===== config.mk =====
export PLATFORM = sky130hd
export DESIGN_NAME = uart_irq_hub
export DESIGN_NICKNAME = d
export VERILOG_FILES = /design/src/rtl/uis_pkg.sv /design/src/rtl/uis_modem_watch.sv /design/src/rtl/uis_rx_timer.sv /design/src/rtl/uis_level_eval.sv /design/src/rtl/uart_irq_hub.sv
export SDC_FILE = /design/constraint.sdc
export NUM_CORES = 1
export LEC_CHECK = 0
export BUFFER_PORTS_ARGS = -buffer_cell sky130_fd_sc_hd__buf_2
export CAP_MARGIN = 10
export CORE_MARGIN = 2
export CORE_UTILIZATION = 51
export CTS_CLUSTER_SIZE = 12
export DETAILED_ROUTE_END_ITERATION = 8
export HOLD_SLACK_MARGIN = 0.06
export PLACE_DENSITY = 0.75
export SYNTH_ARGS = -nofsm -noshare
export SYNTH_HDL_FRONTEND = slang
export SYNTH_HIERARCHICAL = 1
export SYNTH_SLANG_ARGS = --single-unit

===== constraint.sdc =====
create_clock -name clk -period 1.58 [get_ports clk]
set_input_delay 0.158 -clock clk [delete_from_list [all_inputs] [get_ports clk]]
set_output_delay 0.158 -clock clk [all_outputs]
set_load 0.01 [all_outputs]

===== src/rtl/uis_pkg.sv =====
package uis_pkg;
  localparam int ADDR_W = 2;
  localparam int NSRC   = 4;
  localparam int CTRL_W = 5;

  typedef enum logic [ADDR_W-1:0] {
    A_CTRL = 2'd0,
    A_FLAG = 2'd1,
    A_PEND = 2'd2,
    A_CLR  = 2'd3
  } reg_addr_e;

  // control bit positions
  localparam int C_EN    = 0;
  localparam int C_RXIE  = 1;
  localparam int C_RTOIE = 2;
  localparam int C_TXIE  = 3;
  localparam int C_MSIE  = 4;

  // pending sources, bit 0 = modem
  typedef struct packed {
    logic rto;
    logic tx;
    logic rx;
    logic ms;
  } src_t;
endpackage


===== src/rtl/uis_modem_watch.sv =====
module uis_modem_watch #(
  parameter int N_LINES     = 3,
  parameter int SYNC_STAGES = 2
) (
  input  logic               clk,
  input  logic               rst,
  input  logic [N_LINES-1:0] lines_in,
  input  logic               clr,
  output logic [N_LINES-1:0] lvl,
  output logic               chg,
  output logic               pend
);
  logic [N_LINES-1:0] stage [SYNC_STAGES];
  logic [N_LINES-1:0] prev;
  logic [SYNC_STAGES:0] fill;

  always_ff @(posedge clk) begin
    if (rst) begin
      for (int s = 0; s < SYNC_STAGES; s++) stage[s] <= '0;
    end else begin
      stage[0] <= lines_in;
      for (int s = 1; s < SYNC_STAGES; s++) stage[s] <= stage[s-1];
    end
  end

  assign lvl = stage[SYNC_STAGES-1];

  always_ff @(posedge clk) begin
    if (rst) begin
      prev <= '0;
      fill <= '0;
    end else begin
      prev <= lvl;
      fill <= {fill[SYNC_STAGES-1:0], 1'b1};
    end
  end

  assign chg = fill[SYNC_STAGES] && (lvl != prev);

  always_ff @(posedge clk) begin
    if (rst)      pend <= 1'b0;
    else if (chg) pend <= 1'b1;
    else if (clr) pend <= 1'b0;
  end
endmodule


===== src/rtl/uis_rx_timer.sv =====
module uis_rx_timer #(
  parameter int TMO_BITS = 32
) (
  input  logic clk,
  input  logic rst,
  input  logic rx_nonempty,
  input  logic char_stb,
  input  logic bit_tick,
  output logic tmo
);
  localparam int TMO_W = $clog2(TMO_BITS + 1);
  localparam logic [TMO_W-1:0] LIMIT = TMO_W'(TMO_BITS);

  logic [TMO_W-1:0] cnt;

  always_ff @(posedge clk) begin
    if (rst || !rx_nonempty || char_stb) cnt <= '0;
    else if (bit_tick && cnt != LIMIT) cnt <= cnt + 1'b1;
  end

  always_ff @(posedge clk) begin
    if (rst) tmo <= 1'b0;
    else     tmo <= rx_nonempty && !char_stb && (cnt == LIMIT);
  end
endmodule


===== src/rtl/uis_level_eval.sv =====
module uis_level_eval #(
  parameter int DEPTH = 16
) (
  input  logic                         clk,
  input  logic                         rst,
  input  logic [$clog2(DEPTH+1)-1:0]   rx_level,
  input  logic [$clog2(DEPTH+1)-1:0]   tx_level,
  input  logic                         tx_shifting,
  output logic                         rx_src,
  output logic                         tx_src,
  output logic                         rx_empty,
  output logic                         tx_full,
  output logic                         busy
);
  localparam int LVL_W = $clog2(DEPTH + 1);
  localparam logic [LVL_W-1:0] HALF = LVL_W'(DEPTH / 2);
  localparam logic [LVL_W-1:0] FULL = LVL_W'(DEPTH);

  always_ff @(posedge clk) begin
    if (rst) begin
      rx_src   <= 1'b0;
      tx_src   <= 1'b0;
      rx_empty <= 1'b1;
      tx_full  <= 1'b0;
      busy     <= 1'b0;
    end else begin
      rx_src   <= rx_level >= HALF;
      tx_src   <= tx_level <= HALF;
      rx_empty <= rx_level == '0;
      tx_full  <= tx_level == FULL;
      busy     <= (tx_level != '0) || tx_shifting;
    end
  end
endmodule


===== src/rtl/uart_irq_hub.sv =====
module uart_irq_hub #(
  parameter int DEPTH       = 16,
  parameter int TMO_BITS    = 32,
  parameter int SYNC_STAGES = 2,
  parameter int DATA_W      = 8
) (
  input  logic                       clk,
  input  logic                       rst,
  input  logic                       reg_wr,
  input  logic [1:0]                 reg_addr,
  input  logic [DATA_W-1:0]          reg_wdata,
  output logic [DATA_W-1:0]          reg_rdata,
  input  logic [$clog2(DEPTH+1)-1:0] rx_level,
  input  logic [$clog2(DEPTH+1)-1:0] tx_level,
  input  logic                       rx_char,
  input  logic                       bit_tick,
  input  logic                       tx_shifting,
  input  logic                       cts_in,
  input  logic                       dsr_in,
  input  logic                       dcd_in,
  output logic                       uart_en,
  output logic                       irq
);
  import uis_pkg::*;

  logic [CTRL_W-1:0] ctrl;
  logic [2:0]        mlvl;
  logic              ms_chg, ms_pend, clr_wr;
  logic              rto_raw, rx_raw, tx_raw, rx_empty, tx_full, busy;
  src_t              raw, ie, pend;
  logic [DATA_W-1:0] rd_next;

  assign clr_wr = reg_wr && (reg_addr == A_CLR);

  always_ff @(posedge clk) begin
    if (rst) ctrl <= '0;
    else if (reg_wr && reg_addr == A_CTRL) ctrl <= reg_wdata[CTRL_W-1:0];
  end

  uis_modem_watch #(.N_LINES(3), .SYNC_STAGES(SYNC_STAGES)) i_modem (
    .clk(clk), .rst(rst),
    .lines_in({dcd_in, dsr_in, cts_in}),
    .clr(clr_wr), .lvl(mlvl), .chg(ms_chg), .pend(ms_pend)
  );

  uis_rx_timer #(.TMO_BITS(TMO_BITS)) i_timer (
    .clk(clk), .rst(rst),
    .rx_nonempty(rx_level != '0), .char_stb(rx_char),
    .bit_tick(bit_tick), .tmo(rto_raw)
  );

  uis_level_eval #(.DEPTH(DEPTH)) i_levels (
    .clk(clk), .rst(rst),
    .rx_level(rx_level), .tx_level(tx_level), .tx_shifting(tx_shifting),
    .rx_src(rx_raw), .tx_src(tx_raw),
    .rx_empty(rx_empty), .tx_full(tx_full), .busy(busy)
  );

  always_comb begin
    raw     = '{rto: rto_raw, tx: tx_raw, rx: rx_raw, ms: ms_pend};
    ie      = '{rto: ctrl[C_RTOIE], tx: ctrl[C_TXIE], rx: ctrl[C_RXIE], ms: ctrl[C_MSIE]};
    pend    = raw & ie & {NSRC{ctrl[C_EN]}};
    rd_next = '0;
    case (reg_addr)
      A_CTRL: rd_next[CTRL_W-1:0] = ctrl;
      A_FLAG: rd_next[5:0] = {tx_full, rx_empty, busy, mlvl};
      A_PEND: rd_next[NSRC-1:0] = pend;
      default: rd_next = '0;
    endcase
  end

  always_ff @(posedge clk) begin
    if (rst) begin
      irq       <= 1'b0;
      reg_rdata <= '0;
    end else begin
      irq       <= |pend;
      reg_rdata <= rd_next;
    end
  end

  assign uart_en = ctrl[C_EN];
endmodule


==> results of run 1 <==
layout by cell type, fill, tap and decap left out, types with 5 or more instances in the layout:
cell type      synthesis  routed
dfxtp_1               37      37
buf_2                  1      33
nor2b_1               12      12
nand2b_1              11      11
mux2i_1               10      10
nand2_1                7       7
inv_1                  7       7
dlygate4sd3_1          0       6
nor2_1                 5       5
clkbuf_4               0       5
xor2_1                 5       5
layout make-up:
class	instances	area, sq um	share of cell area
clock buffers	7	55.1	0.0307
inverters	7	26.3	0.0146
repair buffers	42	248	0.138
multi-input cells	93	686	0.382
well taps	31	38.8	0.0216
flip-flops and latches	37	741	0.413
final timing paths:
kind                                       from         endpoint  cells past startpoint  slack (ps)
worst max-delay path             i_timer/cnt[0]   i_timer/cnt[2]                      5         190
worst min-delay path               reg_wdata[2]          ctrl[2]                      3          70
worst max register to register   i_timer/cnt[0]   i_timer/cnt[2]                      5         190
worst min register to register  i_modem/fill[1]  i_modem/fill[2]                      1         440
power breakdown:
part,internal (mW),leakage (nW),switching [mW]
Sequential,0.961,0.303,0.0148
Combinational,0.0835,0.431,0.0729
Clock,0.210,0.0314,0.273
worst reg2reg max path, delay by kind of cell (launching register included):
family                   cells  cell delay (ps)
buffers and inverters        1               90
AO/OA/AOI/OAI                2              390
adder cells (fa/ha/maj)      1              170
flip-flops                   1              360
AND/OR/NAND/NOR              1              290
cells by family after synthesis:
family          after synthesis  synth area share
other cells                   1           0.00246
buf+inv                      17            0.0650
xor+xnor                      5            0.0288
flops                        37             0.487
mux                          10            0.0658
compound gates               18            0.0970
fa+ha+maj                     2            0.0164
simple gates                 56             0.238
state kept, by name, indices dropped and copies added, names as in the netlist, 3 cells and up:
register	count
i_modem/stage	6
i_timer/cnt	6
reg_rdata	6
ctrl	5
i_modem/fill	3
i_modem/prev	3
metrics by stage:
step           hold WS, ps   util
3_5_place_dp           359  0.599
4_1_cts               69.5  0.640
5_1_grt               71.3  0.640
6_report              74.6  0.640
2_1_floorplan          230      -
3_3_place_gp           350  0.599
layer usage:
metal	up-vias	share of wire
met4	0	0.015
li1	575	-
met5	-	0
met1	513	0.45
met2	25	0.48
met3	5	0.050
==> impl_metrics.tcl, run 1 <==
set metrics [dict create \
    status "finished, violations left" \
    violations "design-rule violations" \
    cp_top_family "compound AO/OA/AOI/OAI gates" \
    final-setup-viol-count 0 \
    cts_htree_levels 2 \
    drt_wl_total_um 2760 \
    critPathArrivalTime_ps 1630 \
    hp-class "input pin to register" \
    routed_via_density 5.15 \
    synth_top_area_frac 0.487 \
    io_buffer_count 33 \
    synth.most_common_cell "dfxtp_1" \
    gr-max-usage-layer "met2" \
    slew_violations 0 \
    grt_usage 0.182 \
    layout.nets 217 \
    chipWidth_um 58.6 \
    synthFlopType "dfxtp_1" \
    drv_cap 0 \
    ant_nets 0 \
    synth-edff-count 0 \
    synth_cells 146 \
    drcViolationCount 3 \
    ir_drop_v 0.000497 \
    die_area_sq_mm 0.00344 \
    p_leak_nw 0.765 \
    fin_cells 217 \
    post-place-ws_ps 231 \
    dr.pass1.iters 6 \
    area.growth.synth_to_final_pct 17.9 \
    period_needed_ps 1390 \
    cts.clk_slew.worst_paths_ps 100 \
    cp_max_fo 5 \
    met1_usage 0.204 \
    critPathMaxStageDelay_ps 360 \
    cp-end-kind "register" \
    grt_pass1_vias 1127 \
    synth_top_cells_by_area "dfxtp_1 49%, mux2i_1 6.6%, nor2b_1 4.9%" \
    ys_types 40 \
    met2_usage 0.321 \
    syn_area_per_cell_sq_um 10.4 \
    finClkSkew_ps 6.43 \
    ctsHoldBuffers 6 \
    synth_commonest_cells "37 x dfxtp_1, 12 x nor2b_1, 11 x nand2b_1" \
    numCtsBuffers 5 \
    fin_area_sq_mm 0.00179 \
    vias 1118 \
    final_hold_viol_count 0 \
    rows 19 \
    ioPinCount 39 \
    cts_sinks 37 \
    grt_util_met3 0.0527 \
    netlist_area_sq_mm 0.00152 \
    overflow 0 \
    final.period_utilization 0.882 \
    start_util 0.542 \
    critPathLaunchType "register" \
    crit_chain "inv_1 > ha_1 > nor4b_2 > a21boi_2 > a41o_1" \
    nFillCells 245 \
    post-place-cells 204 \
    cp_num_buf_inv 1 \
    async_flop_share 0 \
    fin_ws_ps 187 \
    diodes 0 \
    postCtsSetupRepairBufs 0 \
    setup_tns_ps 0 \
    rsz0062_at_grt "no" \
    path_class "register to register" \
    antenna_found_initial 0 \
    grt_max_degree 18 \
    root_buffer "clkbuf_4" \
    drtIter0Drc 28 \
    place.gp.congestion 0.726 \
    crit_required_ps 1810 \
    ys_seq_area_frac 0.487 \
    die_h_um 58.6 \
    power_mw 1.62 \
    placed_area_sq_mm 0.00168 \
    cts_tree "done" \
    ys_ff_latch 37 \
    coreArea_sq_mm 0.00281 \
    final_layout_size_suffix_gt1_frac 0.269 \
    cts_resized 0 \
    cts.path.max_buffers 2 \
    yosysWarnings 6 \
    slowest_stage "dfxtp_1" \
    hpwl_um 2030 \
    avgRoutedWirePerCell_um 12.7 \
    fmax_mhz 718 \
    worst_skew_pair.late_latency_ps 330 \
    grt_pass1_wl_um 4700 \
    power.density_mw_per_mm2 900 \
    synth_top_cell_by_area "dfxtp_1" \
]
(Power assumes the default switching activity.)
==> inputs of run 2 (changes only) <==
Settings changed: ABC_AREA set to 1, CORE_UTILIZATION 51 to 52, PLACE_DENSITY 0.75 to 0.76.
==> impl_metrics.tcl, run 2 <==
set metrics [dict create \
    status "complete, no violations" \
    ir_drop_v 0.000453 \
    power_mw 1.66 \
    antenna_found_initial 0 \
    start_util 0.541 \
    cts_resized 0 \
    nFillCells 276 \
    r2r_slack_ps 350 \
    cts_sinks 37 \
    grt_usage 0.182 \
    crit_required_ps 1870 \
    chipWidth_um 59.9 \
    yosysWarnings 6 \
    critPathMaxStageDelay_ps 560 \
    r2r-end "i_timer/cnt[5]" \
    netlist_area_sq_mm 0.00163 \
    slew_violations 0 \
    routed_via_density 4.73 \
    r2r-start "i_timer/cnt[0]" \
    area.growth.synth_to_final_pct 19.3 \
    cts_htree_levels 2 \
    overflow 0 \
    post-place-cells 276 \
    post-place-ws_ps 392 \
    ioPinCount 39 \
    final_hold_viol_count 0 \
    worstHoldPathCells 3 \
    path_class "input pin to register" \
    syn_area_per_cell_sq_um 7.46 \
    worstRegToRegCells 7 \
    slowest_stage "dlygate4sd3_1" \
    layout.nets 292 \
    numCtsBuffers 5 \
    largestRegisters "i_modem/stage x6, i_timer/cnt x6, reg_rdata x6" \
    final-setup-viol-count 0 \
    power.density_mw_per_mm2 854 \
    fin_cells 295 \
    cts.path.max_buffers 2 \
    rows 20 \
    hp-class "input pin to register" \
    final_common_cell "nor2_1" \
    avgRoutedWirePerCell_um 10.0 \
    cp-end-kind "register" \
    grt_max_degree 18 \
    finClkSkew_ps 9.15 \
    grt_pass1_wl_um 4830 \
    placed_area_sq_mm 0.00177 \
    ant_nets 0 \
    drv_cap 0 \
    final_cell_mix "46 x nor2_1, 38 x nand2_1, 37 x dfxtp_1, 33 x buf_2, 26 x inv_1" \
    diodes 0 \
    crit_chain "dlygate4sd3_1 > buf_2 > nor2_2 > nand3_1 > dlygate4sd3_1 > nor2_1" \
    final_layout_size_suffix_gt1_frac 0.229 \
    synth_cells 218 \
    drcViolationCount 0 \
    period_needed_ps 1380 \
    dr.pass1.iters 4 \
    fin_area_sq_mm 0.00194 \
    worst_skew_pair.late_latency_ps 340 \
    cts.clk_slew.worst_paths_ps 120 \
    fmax_mhz 724 \
    cts_tree "done" \
    postCtsSetupRepairBufs 0 \
    place.gp.congestion 0.810 \
    rsz0062_at_grt "no" \
    critPathLaunchType "input pin" \
    setup_tns_ps 0 \
    coreArea_sq_mm 0.00300 \
    critPathArrivalTime_ps 1670 \
    p_leak_nw 0.901 \
    holdPathEnd "i_levels/rx_src" \
    hpwl_um 2090 \
    io_buffer_count 33 \
    crit_path_frequent_cell "dlygate4sd3_1" \
    root_buffer "clkbuf_4" \
    die_h_um 59.9 \
    vias 1395 \
    fin_ws_ps 198 \
    drtIter0Drc 55 \
    cp_max_fo 3 \
    final.period_utilization 0.875 \
    grt_pass1_vias 1195 \
    hp-start "rx_level[3]" \
    drt_wl_total_um 2950 \
    die_area_sq_mm 0.00359 \
]
[run 2: cell types whose count changed in the layout (fill, tap and decap cells not counted), sizes merged, moves of 7 or more]
cell,previous run,this run
mux2i,10,0
nand2b,11,0
nor2b,12,0
inv,7,30
nand3,2,22
nor2,5,50
a21oi,1,8
nand2,7,42
[run 2: area by class of cell]
cell class,instances,area [sq um],area share
sequential,37,741,0.382
multi-input combinational,142,702,0.362
timing repair buffer,45,283,0.146
inverter,30,113,0.0581
tap,33,41.3,0.0213
clock buffer,5,37.5,0.0194
clock inverter,3,22.5,0.0116
[run 2: critical path, delay by kind of cell]
kind,cells,cell delay [ps]
buffers and inverters,3,1210
and+or+nand+nor,3,290
[run 2: repair_timing]
item,in CTS,in global routing
endpoints found under the setup margin,0,0
endpoints found under the hold margin,8,1
hold buffers,9,2
[run 2: power by group]
part / leakage (nW) / switching (mW) / internal (mW)
logic: 0.575 / 0.0933 / 0.0802
clock network: 0.0234 / 0.329 / 0.172
registers: 0.303 / 0.0173 / 0.964
total: 0.901 / 0.440 / 1.22
[run 2: worst max-delay path by stage]
stage                               from  cells past startpoint  slack (ps)                end
after floorplan           i_timer/cnt[0]                      7         510     i_timer/cnt[5]
after global placement    i_timer/cnt[0]                      6         430     i_timer/cnt[3]
after detailed placement  i_timer/cnt[0]                      7         390     i_timer/cnt[5]
after CTS                            rst                      5         290  i_levels/rx_empty
after global routing         tx_level[3]                      6         170   i_levels/tx_full
final                        tx_level[1]                      6         200   i_levels/tx_full
[run 2: routing by layer]
| layer | share of wire | GRT usage | up-vias | wire length, um |
|---|---|---|---|---|
| met3 | 0.061 | 0.0606 | 4 | 181 |
| met2 | 0.48 | 0.304 | 43 | 1420 |
| met4 | 0.0088 | 0.0762 | 0 | 26 |
| met1 | 0.45 | 0.212 | 594 | 1320 |
| met5 | 0 | 0 | - | 0 |
| li1 | - | - | 754 | - |
[run 2: per-stage QoR]
stage / util / hold WS (ps)
3_3_place_gp: 0.589 / 356
6_report: 0.646 / 62.4
5_1_grt: 0.646 / 66.4
2_1_floorplan: - / 220
3_5_place_dp: 0.589 / 361
4_1_cts: 0.639 / 60.8
==> inputs of run 3 (changes only) <==
Settings changed: CORE_UTILIZATION 52 to 55, CTS_BUF_LIST set to sky130_fd_sc_hd__clkbuf_8, PLACE_DENSITY 0.76 to 0.8.
==> impl_metrics.tcl, run 3 (synthesized netlist as in run 2, its figures left out) <==
set metrics [dict create \
    grt_pass1_vias 1218 \
    final_cell_mix "46 x nor2_1, 38 x nand2_1, 37 x dfxtp_1, 33 x buf_2, 26 x inv_1" \
    numCtsBuffers 5 \
    hp-start "tx_level[3]" \
    drtIter0Drc 30 \
    drv_cap 0 \
    r2r_slack_ps 390 \
    grt_max_degree 19 \
    worstHoldPathCells 2 \
    fin_ws_ps 394 \
    rows 19 \
    slew_violations 0 \
    cts_sinks 37 \
    holdPathEnd "i_levels/tx_src" \
    seqCellArea_sq_um 741 \
    placed_area_sq_mm 0.00177 \
    grt_usage 0.190 \
    post-place-ws_ps 418 \
    routed_via_density 4.74 \
    area.growth.synth_to_final_pct 16.7 \
    crit_required_ps 1820 \
    final_layout_size_suffix_gt1_frac 0.238 \
    layout.nets 282 \
    dr.pass1.iters 4 \
    chipWidth_um 58.4 \
    rsz0062_at_grt "no" \
    cp_max_fo 9 \
    status "complete, no violations" \
    power_mw 1.98 \
    start_util 0.584 \
    multi_input_area_sq_um 702 \
    cts_resized 0 \
    path_class "register to register" \
    cts.clk_slew.worst_paths_ps 70 \
    drcViolationCount 0 \
    coreArea_sq_mm 0.00278 \
    die_area_sq_mm 0.00341 \
    final.period_utilization 0.751 \
    die_h_um 58.4 \
    overflow 0 \
    final-setup-viol-count 0 \
    p_leak_nw 0.896 \
    r2r-start "i_timer/cnt[0]" \
    hpwl_um 2050 \
    power.density_mw_per_mm2 1040 \
    avgRoutedWirePerCell_um 9.84 \
    critPathArrivalTime_ps 1420 \
    grt_pass1_wl_um 4900 \
    final_common_cell "nor2_1" \
    hp-class "input pin to register" \
    period_needed_ps 1190 \
    fin_area_sq_mm 0.00190 \
    worst_skew_pair.late_latency_ps 290 \
    largestRegisters "i_modem/stage x6, i_timer/cnt x6, reg_rdata x6" \
    diodes 0 \
    critPathLaunchType "register" \
    cts.path.max_buffers 2 \
    antenna_found_initial 0 \
    cts_htree_levels 2 \
    finClkSkew_ps 5.09 \
    fin_hold_ws_ps 69.4 \
    worstRegToRegCells 7 \
    ir_drop_v 0.00112 \
    vias 1342 \
    setup_tns_ps 0 \
    r2r-end "i_timer/cnt[5]" \
    ioPinCount 39 \
    fmax_mhz 843 \
    io_buffer_count 33 \
    ant_nets 0 \
    root_buffer "clkbuf_8" \
    drt_wl_total_um 2790 \
    cp-end-kind "register" \
    nFillCells 223 \
    final_hold_viol_count 0 \
    place.gp.congestion 0.841 \
    cts_tree "done" \
]
[run 3: layout make-up]
class	count	area share
clock inverters	2	0.0198
inverters	30	0.0594
flip-flops and latches	37	0.391
repair buffers	35	0.0963
multi-input cells	142	0.370
clock buffers	6	0.0435
well taps	31	0.0204
[run 3: repair_timing]
item,in CTS,in global routing
buffers inserted,0,0
endpoints found under the hold margin,0,1
hold buffers,0,1
[run 3: critical path, cell delays in order, from the launching register on]
cell and delay [ps]:
dfxtp_1 390, inv_1 80, ha_1 230, nand3_4 150, nand3_1 90, nand2_1 70
inv_1 40, nor2_2 80
[run 3: metrics by stage]
stage	utilization	instances
floorplan	-	219
global placement	0.635	274
detailed placement	0.635	274
CTS	0.678	282
global route	0.682	283
finish	0.682	283
[run 3: worst max path at each step]
stage	startpoint	end	slack, ps	cells after the start
finish	i_timer/cnt[0]	i_timer/cnt[5]	390	7
global route	i_timer/cnt[0]	i_timer/cnt[5]	280	7
CTS	i_timer/cnt[0]	i_timer/cnt[5]	390	7
detailed placement	i_timer/cnt[0]	i_timer/cnt[3]	420	6
global placement	i_timer/cnt[0]	i_timer/cnt[3]	430	6
floorplan	i_timer/cnt[0]	i_timer/cnt[5]	510	7
[run 3: routing by layer]
metal	vias up	GRT usage	routed length, um	share of wire
met5	-	0	0	0
met4	0	0.0698	36	0.013
met3	6	0.0703	173	0.062
met2	41	0.311	1290	0.46
met1	567	0.228	1290	0.46
li1	728	-	-	-
[run 3: power breakdown]
group / total, mW / switching, mW / leakage, nW / internal [mW]
clock network: 0.842 / 0.329 / 0.0574 / 0.513
registers: 0.982 / 0.0177 / 0.303 / 0.964
logic: 0.156 / 0.0908 / 0.536 / 0.0648
total: 1.98 / 0.437 / 0.896 / 1.54
